File: config.mk
export PLATFORM = sky130hd
export DESIGN_NAME = cfg_replay_seq
export DESIGN_NICKNAME = d
export VERILOG_FILES = /design/src/rtl/cfg_seq_pkg.sv /design/src/rtl/cfg_seq_tagboard.sv /design/src/rtl/cfg_seq_recbuf.sv /design/src/rtl/cfg_replay_seq.sv
export SDC_FILE = /design/constraint.sdc
export NUM_CORES = 1
export LEC_CHECK = 0
export ABC_AREA = 1
export CAP_MARGIN = 5
export CORE_UTILIZATION = 26
export CTS_CLUSTER_DIAMETER = 60
export DETAILED_ROUTE_END_ITERATION = 8
export DONT_BUFFER_PORTS = 1
export PLACE_DENSITY = 0.4
export SLEW_MARGIN = 10
export SYNTH_ARGS = -nofsm -noshare
export SYNTH_HDL_FRONTEND = slang
export SYNTH_SLANG_ARGS = --single-unit
export TNS_END_PERCENT = 5
File: constraint.sdc
create_clock -name clk -period 4.05 [get_ports clk]
set_clock_uncertainty 0.05 [all_clocks]
set_input_delay 0.405 -clock clk [delete_from_list [all_inputs] [get_ports clk]]
set_output_delay 0.405 -clock clk [all_outputs]
set_load 0.01 [all_outputs]
File: src/rtl/cfg_seq_pkg.sv
package cfg_seq_pkg;

    localparam int BYTE_W   = 8;
    localparam int REG_AW   = 16;
    localparam int REC_MAX  = 128;
    localparam int REC_IW   = $clog2(REC_MAX);

    localparam logic [7:0] OP_IOUPD = 8'h80;
    localparam logic [7:0] OP_CAL   = 8'hA0;
    localparam logic [7:0] OP_CLR   = 8'hB0;
    localparam logic [7:0] OP_TAGLO = 8'hB1;
    localparam logic [7:0] OP_TAGHI = 8'hCF;
    localparam logic [7:0] OP_PAUSE = 8'hFE;
    localparam logic [7:0] OP_END   = 8'hFF;

    typedef enum logic [2:0] {
        ST_BOOT, ST_FETCH, ST_WAIT, ST_EXEC, ST_COMMIT, ST_DONE, ST_FAULT
    } seq_state_t;

    typedef enum logic [2:0] {
        BK_OP, BK_AHI, BK_ALO, BK_PAY, BK_SUM
    } byte_kind_t;

    typedef enum logic [2:0] {
        OC_DATA, OC_IOUPD, OC_CAL, OC_CLR, OC_TAG, OC_PAUSE, OC_END, OC_BAD
    } op_class_t;

    function automatic op_class_t op_classify(input logic [7:0] op);
        if (!op[7])                                 return OC_DATA;
        else if (op == OP_IOUPD)                    return OC_IOUPD;
        else if (op == OP_CAL)                      return OC_CAL;
        else if (op == OP_CLR)                      return OC_CLR;
        else if (op >= OP_TAGLO && op <= OP_TAGHI)  return OC_TAG;
        else if (op == OP_PAUSE)                    return OC_PAUSE;
        else if (op == OP_END)                      return OC_END;
        else                                        return OC_BAD;
    endfunction

endpackage

File: src/rtl/cfg_seq_tagboard.sv
module cfg_seq_tagboard #(
    parameter int COND_W = 5,
    localparam int NTAG  = 1 << COND_W
) (
    input  logic              clk,
    input  logic              rst_n,
    input  logic              clr,
    input  logic              set_en,
    input  logic [COND_W-1:0] set_val,
    input  logic [COND_W-1:0] sel,
    output logic              match
);
    logic [NTAG-1:0] tag_vec;

    // Condition 0 can never be tagged.
    assign tag_vec[0] = 1'b0;

    generate
        for (genvar g = 1; g < NTAG; g++) begin : g_tag
            logic bit_q;
            always_ff @(posedge clk or negedge rst_n) begin
                if (!rst_n)
                    bit_q <= 1'b0;
                else if (clr)
                    bit_q <= 1'b0;
                else if (set_en && set_val == COND_W'(g))
                    bit_q <= 1'b1;
            end
            assign tag_vec[g] = bit_q;
        end
    endgenerate

    // An empty board lets everything through.
    assign match = (tag_vec == '0) || tag_vec[sel];

endmodule

File: src/rtl/cfg_seq_recbuf.sv
module cfg_seq_recbuf #(
    parameter int DEPTH = 128,
    localparam int IW   = $clog2(DEPTH)
) (
    input  logic          clk,
    input  logic          rst_n,
    input  logic          wr_en,
    input  logic [IW-1:0] wr_idx,
    input  logic [7:0]    wr_data,
    input  logic [IW-1:0] rd_idx,
    output logic [7:0]    rd_data,
    input  logic          sum_load,
    input  logic [7:0]    sum_init,
    input  logic          sum_add,
    input  logic [7:0]    sum_byte,
    output logic          sum_ok
);
    logic [7:0] store_q [DEPTH];
    logic [7:0] sum_q;

    always_ff @(posedge clk) begin
        if (wr_en)
            store_q[wr_idx] <= wr_data;
    end

    assign rd_data = store_q[rd_idx];

    always_ff @(posedge clk or negedge rst_n) begin
        if (!rst_n)
            sum_q <= '0;
        else if (sum_load)
            sum_q <= sum_init;
        else if (sum_add)
            sum_q <= sum_q + sum_byte;
    end

    assign sum_ok = (sum_q == sum_byte);

endmodule

File: src/rtl/cfg_replay_seq.sv
module cfg_replay_seq
    import cfg_seq_pkg::*;
#(
    parameter int MEM_BYTES = 2048,
    parameter int COND_W    = 5,
    localparam int MA_W     = $clog2(MEM_BYTES),
    localparam int PTR_W    = MA_W + 1
) (
    input  logic              clk,
    input  logic              rst_n,
    input  logic              start,
    input  logic [COND_W-1:0] sel_cond,
    input  logic [COND_W-1:0] mode_pins,
    output logic              mem_rd,
    output logic [MA_W-1:0]   mem_addr,
    input  logic [7:0]        mem_data,
    input  logic              mem_valid,
    output logic              reg_we,
    output logic [REG_AW-1:0] reg_addr,
    output logic [7:0]        reg_data,
    output logic              io_update,
    output logic              calib,
    output logic              busy,
    output logic              done,
    output logic              error
);
    seq_state_t          state_q, state_d;
    byte_kind_t          kind_q;
    logic [PTR_W-1:0]    ptr_q;
    logic [7:0]          op_q;
    logic [COND_W-1:0]   cond_q;
    logic [REG_AW-1:0]   raddr_q;
    logic [REC_IW-1:0]   cnt_q;
    logic [REC_IW-1:0]   idx_q;
    logic                run_q;

    op_class_t           op_cls;
    logic                ptr_end;
    logic                at_rest;
    logic                rest_start;
    logic                byte_in;
    logic                cond_hit;
    logic                tag_clr;
    logic                tag_set;
    logic [COND_W-1:0]   tag_val;
    logic                buf_wr;
    logic                sum_add;
    logic                sum_ok;
    logic [7:0]          buf_byte;

    assign op_cls     = op_classify(op_q);
    assign ptr_end    = (ptr_q == PTR_W'(MEM_BYTES));
    assign at_rest    = (state_q == ST_DONE) || (state_q == ST_FAULT);
    assign rest_start = start && at_rest;
    assign byte_in    = (state_q == ST_WAIT) && mem_valid;

    assign tag_clr = (state_q == ST_BOOT) || rest_start ||
                     ((state_q == ST_EXEC) && (op_cls == OC_CLR));
    assign tag_set = (state_q == ST_EXEC) && (op_cls == OC_TAG);
    assign tag_val = COND_W'(op_q - OP_CLR);
    assign buf_wr  = byte_in && (kind_q == BK_PAY);
    assign sum_add = byte_in && (kind_q == BK_AHI || kind_q == BK_ALO || kind_q == BK_PAY);

    cfg_seq_tagboard #(.COND_W(COND_W)) u_tags (
        .clk     (clk),
        .rst_n   (rst_n),
        .clr     (tag_clr),
        .set_en  (tag_set),
        .set_val (tag_val),
        .sel     (cond_q),
        .match   (cond_hit)
    );

    cfg_seq_recbuf #(.DEPTH(REC_MAX)) u_rec (
        .clk      (clk),
        .rst_n    (rst_n),
        .wr_en    (buf_wr),
        .wr_idx   (idx_q),
        .wr_data  (mem_data),
        .rd_idx   (idx_q),
        .rd_data  (buf_byte),
        .sum_load (state_q == ST_EXEC),
        .sum_init (op_q),
        .sum_add  (sum_add),
        .sum_byte (mem_data),
        .sum_ok   (sum_ok)
    );

    // State register
    always_ff @(posedge clk or negedge rst_n) begin
        if (!rst_n)
            state_q <= ST_BOOT;
        else
            state_q <= state_d;
    end

    // Next-state logic
    always_comb begin
        state_d = state_q;
        unique case (state_q)
            ST_BOOT:  state_d = ST_FETCH;
            ST_FETCH: state_d = ptr_end ? ST_FAULT : ST_WAIT;
            ST_WAIT: begin
                if (mem_valid) begin
                    unique case (kind_q)
                        BK_OP:   state_d = ST_EXEC;
                        BK_SUM:  state_d = !run_q ? ST_FETCH
                                          : (sum_ok ? ST_COMMIT : ST_FAULT);
                        default: state_d = ST_FETCH;
                    endcase
                end
            end
            ST_EXEC: begin
                unique case (op_cls)
                    OC_END:  state_d = ST_DONE;
                    OC_BAD:  state_d = ST_FAULT;
                    default: state_d = ST_FETCH;
                endcase
            end
            ST_COMMIT: if (idx_q == cnt_q) state_d = ST_FETCH;
            ST_DONE:   if (start) state_d = ST_FETCH;
            ST_FAULT:  if (start) state_d = ST_FETCH;
            default:   state_d = ST_FAULT;
        endcase
    end

    // Datapath registers
    always_ff @(posedge clk or negedge rst_n) begin
        if (!rst_n) begin
            kind_q  <= BK_OP;
            ptr_q   <= '0;
            op_q    <= '0;
            cond_q  <= '0;
            raddr_q <= '0;
            cnt_q   <= '0;
            idx_q   <= '0;
            run_q   <= 1'b0;
        end else begin
            unique case (state_q)
                ST_BOOT: begin
                    cond_q <= mode_pins;
                    ptr_q  <= '0;
                    kind_q <= BK_OP;
                end
                ST_FETCH: begin
                    if (!ptr_end)
                        ptr_q <= ptr_q + 1'b1;
                end
                ST_WAIT: begin
                    if (mem_valid) begin
                        unique case (kind_q)
                            BK_OP:  op_q <= mem_data;
                            BK_AHI: begin
                                raddr_q[15:8] <= mem_data;
                                kind_q        <= BK_ALO;
                            end
                            BK_ALO: begin
                                raddr_q[7:0] <= mem_data;
                                kind_q       <= BK_PAY;
                                idx_q        <= '0;
                            end
                            BK_PAY: begin
                                idx_q <= idx_q + 1'b1;
                                if (idx_q == cnt_q)
                                    kind_q <= BK_SUM;
                            end
                            BK_SUM: begin
                                kind_q <= BK_OP;
                                idx_q  <= '0;
                            end
                            default: kind_q <= BK_OP;
                        endcase
                    end
                end
                ST_EXEC: begin
                    if (op_cls == OC_DATA) begin
                        cnt_q  <= op_q[REC_IW-1:0];
                        run_q  <= cond_hit;
                        kind_q <= BK_AHI;
                    end
                end
                ST_COMMIT: idx_q <= idx_q + 1'b1;
                ST_DONE, ST_FAULT: begin
                    if (start) begin
                        cond_q <= sel_cond;
                        ptr_q  <= '0;
                        kind_q <= BK_OP;
                    end
                end
                default: kind_q <= BK_OP;
            endcase
        end
    end

    // Outputs
    always_comb begin
        mem_rd    = 1'b0;
        reg_we    = 1'b0;
        io_update = 1'b0;
        calib     = 1'b0;
        busy      = 1'b1;
        done      = 1'b0;
        error     = 1'b0;
        unique case (state_q)
            ST_FETCH:  mem_rd = !ptr_end;
            ST_EXEC: begin
                io_update = (op_cls == OC_IOUPD) && cond_hit;
                calib     = (op_cls == OC_CAL) && cond_hit;
            end
            ST_COMMIT: reg_we = 1'b1;
            ST_DONE: begin
                busy = 1'b0;
                done = 1'b1;
            end
            ST_FAULT: begin
                busy  = 1'b0;
                error = 1'b1;
            end
            default: ;
        endcase
    end

    assign mem_addr = ptr_q[MA_W-1:0];
    assign reg_addr = raddr_q + REG_AW'(idx_q);
    assign reg_data = buf_byte;

endmodule

---- Word level (Yosys, flattened, before mapping) ----
Memories as Yosys holds them, arrays and structs flattened.
Index checks and enable logic that the tools add are counted.
W data, S select, Z words.
word-level totals
  register bits after elaboration ......... 101
  memory bits (writable) .................. 1024
  output and inout bits ................... 42
  memories ................................ 1
cells by class
  add/sub/neg operators ................... 5
  magnitude comparators ................... 3
  equal/unequal tests ..................... 63
  muxes and demuxes ....................... 105
  bitwise gates (word level) .............. 1
  reduce and logical (&&, ||, !) cells .... 98
memory list
  name           words  width  rd ports  clocked after Yosys merged registers in  wr ports  line                  text
  u_rec.store_q  128    8      1         0                                        1         cfg_seq_recbuf.sv:18  logic [7:0] store_q [DEPTH];
operator list
  operator                 count
  $eq A5 B5 Y1 const B     16
  $mux W1                  73
  $reduce_bool A2 Y1       34
  $eq A5 B4 Y1 const B     8
  $eq A8 B8 Y1 const B     5
  $logic_and A1 B1 Y1      40
  $mux W3                  13
  $pmux W12 S3             1
  $logic_not A32 Y1        1
  $pmux W7 S2              2
  $mux W12                 2
  $pmux W3 S4              2
  $eq A3 B3 Y1 const B     7
  $eq A5 B3 Y1 const B     4
  $eq A3 B2 Y1 const B     6
  $pmux W3 S6              1
  $reduce_and A3 Y1        6
  $add A16 B7 Y16          1
  $mux W8                  2
  $add A12 B1 Y12 const B  1
  $eq A12 B12 Y1 const B   1
  $pmux W3 S2              2
  $eq A5 B2 Y1 const B     2
  $ne A2 B2 Y1 const B     5
  other kinds (25)         40

---- Longest topological paths before layout ----
  word-level depth ........................ 13
  mapped depth ............................ 16

---- By module ----
Synthesis repeated with hierarchy kept, for this count alone.
second synthesis, totals
  cell total of the unflattened synthesis .. 4429
  area total of the unflattened synthesis .. 48378.9 µm²
modules (own cells, without submodules)
  module            times used  cells each  area an instance (µm²)  sequential area each (µm²)
  cfg_seq_recbuf    1           3647        42675.9                 30949.7
  cfg_replay_seq    1           536         3975.1                  1551.5
  cfg_seq_tagboard  1           246         1727.9                  775.7

---- Worst setup path after synthesis ----
Ideal clock, no wire load.
  path kind ............................... register to output
  from .................................... register idx_q[1]
  to ...................................... output reg_addr[14]
  data arrival time ....................... 2.280 ns
  required time ........................... 3.595 ns
  path slack .............................. 1.315 ns
  stages on the path, launching flop included .. 11
  path buffers ............................ 3
  cell sequence ........................... dfrtp_1 buf_2 inv_2 buf_2 buf_2 fa_1 o21ai_0 nand3_1 o21ai_0 and3_1 xor2_1
on the way
  longest elaborated chain between the ends .. 1
ends and longest elaborated chain
  item                    line                   text
  start, declared         cfg_replay_seq.sv:34   logic [REC_IW-1:0] idx_q;
  start signal, assigned  cfg_replay_seq.sv:163  idx_q <= idx_q + 1'b1;
  start signal, assigned  cfg_replay_seq.sv:182  ST_COMMIT: idx_q <= idx_q + 1'b1;
  $add A16 B7 Y16         cfg_replay_seq.sv:224  assign reg_addr = raddr_q + REG_AW'(idx_q);
  end, declared           cfg_replay_seq.sv:19   output logic [REG_AW-1:0] reg_addr,
No other way between the ends.

---- Worst setup path after layout ----
  from .................................... register idx_q[0]
  to ...................................... output reg_data[4]
on the way
  longest elaborated chain between the ends .. 1
ends and longest elaborated chain
  item             line                  text
  $mem_v2 Z128 W8  n/a
  end, declared    cfg_replay_seq.sv:20  output logic [7:0] reg_data,
No other way between the ends.

==> impl_results.md <==
* Final cell count without fillers at 7715
* Layout cells sized above 1 at 0.08763
* Average wire per standard cell at 21.38 um
* Worst-path maximum fanout at 37
* Layout fillers at 19430
* Syn Area/Cell at 9.876 um^2
* Post-Synth XOR/XNOR Area at 0.004997
* Sequential cell area fraction in the yosys report at 0.6781
* Crit Path Class: reg2out
* HPWL Detailed at 94120 um
* Later-pin clock latency in the skew report at 0.78 ns
* PD cells at 665.2 mW/mm^2
* Max VDD drop at 0.4892 mV
* Syn Inst Count at 4969
* R2r setup slk at 0.72 ns
* Via density per instance at 4.452
* Final worst path period share at 0.9744
* HP Class: in2reg
* Largest net degree at the start of global routing at 130
* Measured slew at the worst slew-check pin at 1.020 ns
* Die width at 436.4 um
* Post-synth EDFFs at 1024
* Clock Pin Slew Worst Setup and Hold Paths at 0.06 ns
* Total CTS buffers at 142
* Synthesis-to-layout area growth at 18.14%
* Max Slew Vio Count at 0
* Placed Cells at 7422
* PortBufs at 0
* DP Area at 0.05289 mm^2
* Starting Density at 0.2616
* Post-synth top flop: edfxtp_1
* Simple-gate share of the synthesized area at 0.2477
* MaxCap Viol Count at 0
* Initial DRT Pass Iterations at 5
* Final number of setup-violating endpoints at 0
* CTS H-tree lvls at 4
* Mux share of post-synthesis cell area at 0
* CTS root buf: clkbuf_16
* Count of standard-cell rows at 159
* Drt total wl at 164900 um
* Data arrival, critical path at 3.49 ns
* Commonest non-fill, non-tap cells in the layout: nand2_1 (2713), edfxtp_1 (1024), nor2_1 (252)
* Routed Antenna Nets at 0
* Critical Path Start Type: register
* Final Instance Area at 0.05797 mm^2
* CTS tree: done
* Yosys reg bits at 1125
* Initial antenna violation count at 6
* Adder-Cell Fraction of Synth Area at 0.005150
* Async set or reset register ratio after synthesis at 0.08978
* Area leader, netlist: edfxtp_1
* Crit. End Element: output pin
* Starting DRT DRC Count at 2733
* Mapped Nets at 5010
* Global Route Usage Sum at 0.1720
* Full die area at 0.1905 mm^2
* Synthesized area at 0.04907 mm^2
* DRC violation count after routing at 0
* LEAKAGE at 23.36 nW
* Area contributors post-synth: edfxtp_1 (63%), nand2_1 (21%), dfrtp_1 (5.2%)
* Final-report hold violation count at 0
* Final Wtd Congestion at 0.8411
* F_max at 253.4 MHz
* Yosys top cell area share at 0.6266
* Placeable core area at 0.1876 mm^2
* Fin crit period at 3.946 ns
* Relative slew slack at 0.3176
* Vias at 34350
* Hold WS at 0.09242 ns
* Crit path required time at 3.60 ns
* Most common cell after layout, fill and taps aside: nand2_1
* Compound-Gate Fraction of Synth Area at 0.02894
* Status: completed
* Synth Warn # at 0
* Largest family of logic cells by synthesized area: simple AND/OR/NAND/NOR gates
* Clk buf depth at 3
* Number of global-route vias before repair at 34100
* Nets at 5147
* Die H at 436.4 um
* # clock sinks at 1125
* Boundary Pins at 64
* Count of cell types in the netlist at 50
* Grt total ovfl at 0
* First-pass GRT wire length at 241700 um
* Unrepaired setup endpoints after global routing: false
## layout make-up
class | count | area, um^2 | area share
Sequential cell | 1125 | 33290 | 0.5742
Multi-Input combinational cell | 3452 | 14160 | 0.2442
Clock buffer | 177 | 3757 | 0.06481
Tap cell | 2495 | 3122 | 0.05385
Timing Repair Buffer | 221 | 2326 | 0.04012
Inverter | 163 | 665.6 | 0.01148
Clock inverter | 76 | 634.4 | 0.01094
Antenna cell | 5 | 12.51 | 0.0002158
Timing Repair inverter | 1 | 8.758 | 0.0001511
## registers in the layout (all words and copies together) (netlist names), 5 cells and up
signal / count
u_rec.sum_q: 8
raddr_q: 16
u_rec.store_q: 1024
cnt_q: 7
ptr_q: 12
u_tags.g_tag.bit_q: 31
op_q: 8
idx_q: 7
cond_q: 5
## critical path: stages, from the launching register on
cell and delay [ns]:
dfrtp_4 0.55, clkinv_16 0.19, buf_12 0.22, buf_4 0.23
nand2_1 0.07, a21oi_1 0.05, o21ai_1 0.30, nand2_1 0.10
nand2_1 0.20, nand2_1 0.07, inv_1 0.10, nand2_1 0.07
nor2_2 0.18, nand2_4 0.14, buf_12 0.15
## cells in the mapped netlist, drive strengths merged (5+ instances only)
master,count
o21ai,89
nor2,270
nor3,13
buf,164
o211ai,13
nor4,5
inv,159
nand3,70
a31oi,5
xor2,18
a22oi,6
clkbuf,65
nand4,49
xnor2,10
nand2,2728
nand3b,8
ha,17
a21oi,130
dfrtp,101
edfxtp,1024
## what timing repair did
action                                 4_1_cts  5_1_grt
gates resized for setup                     15       23
endpoints found under the hold margin     1149        0
gates cloned                                 1        1
hold buffers                                25        0
setup endpoints to repair                    9        8
buffers inserted                             2        6
pin swaps                                    1        1
## final timing paths
| path | startpoint | endpoint | depth (start not counted) |
|---|---|---|---|
| worst max register to register | state_q[1] | u_rec.store_q[87][1] | 7 |
| worst min register to register | run_q | run_q | 2 |
| worst max-delay path | idx_q[0] | reg_data[4] | 14 |
| min in group asynchronous | rst_n | ptr_q[11] | 2 |
| max in group asynchronous | rst_n | idx_q[2] | 2 |
| worst min-delay path | mem_data[7] | u_rec.store_q[71][7] | 1 |
## routing by layer
metal | track usage | vias up | share of wire
met2 | 0.2810 | 639 | 0.47
met5 | 0 | - | 0
met4 | 0.05082 | 0 | 0.027
met3 | 0.02364 | 204 | 0.037
li1 | - | 16570 | -
met1 | 0.2361 | 16940 | 0.47
## stage by stage
step	setup TNS [ns]	setup WS, ns	power [mW]	util
after floorplan	0	1.315	21.21	-
after global placement	0	0.3258	26.25	0.2819
after detailed placement	0	0.3442	26.21	0.2819
after CTS	-0.1777	-0.06571	38.97	0.3080
after global routing	0	0.002622	40.88	0.3090
final	0	0.1036	38.56	0.3090
## power by group
group / internal, mW / switching, mW / leakage [nW]
sequential: 12.9 / 0.450 / 10.5
clock: 7.00 / 5.13 / 2.14
combinational: 3.82 / 9.23 / 10.7
total: 23.8 / 14.8 / 23.4
## cell families after synthesis
logic type,after synthesis
DFF,1125
buffers and inverters,392
AOI/OAI and AO/OA,259
and+or+nand+nor,3146
xor gates and xnor gates,28
adders and majority gates,19
Note: power is estimated with default switching activity, not from simulation.
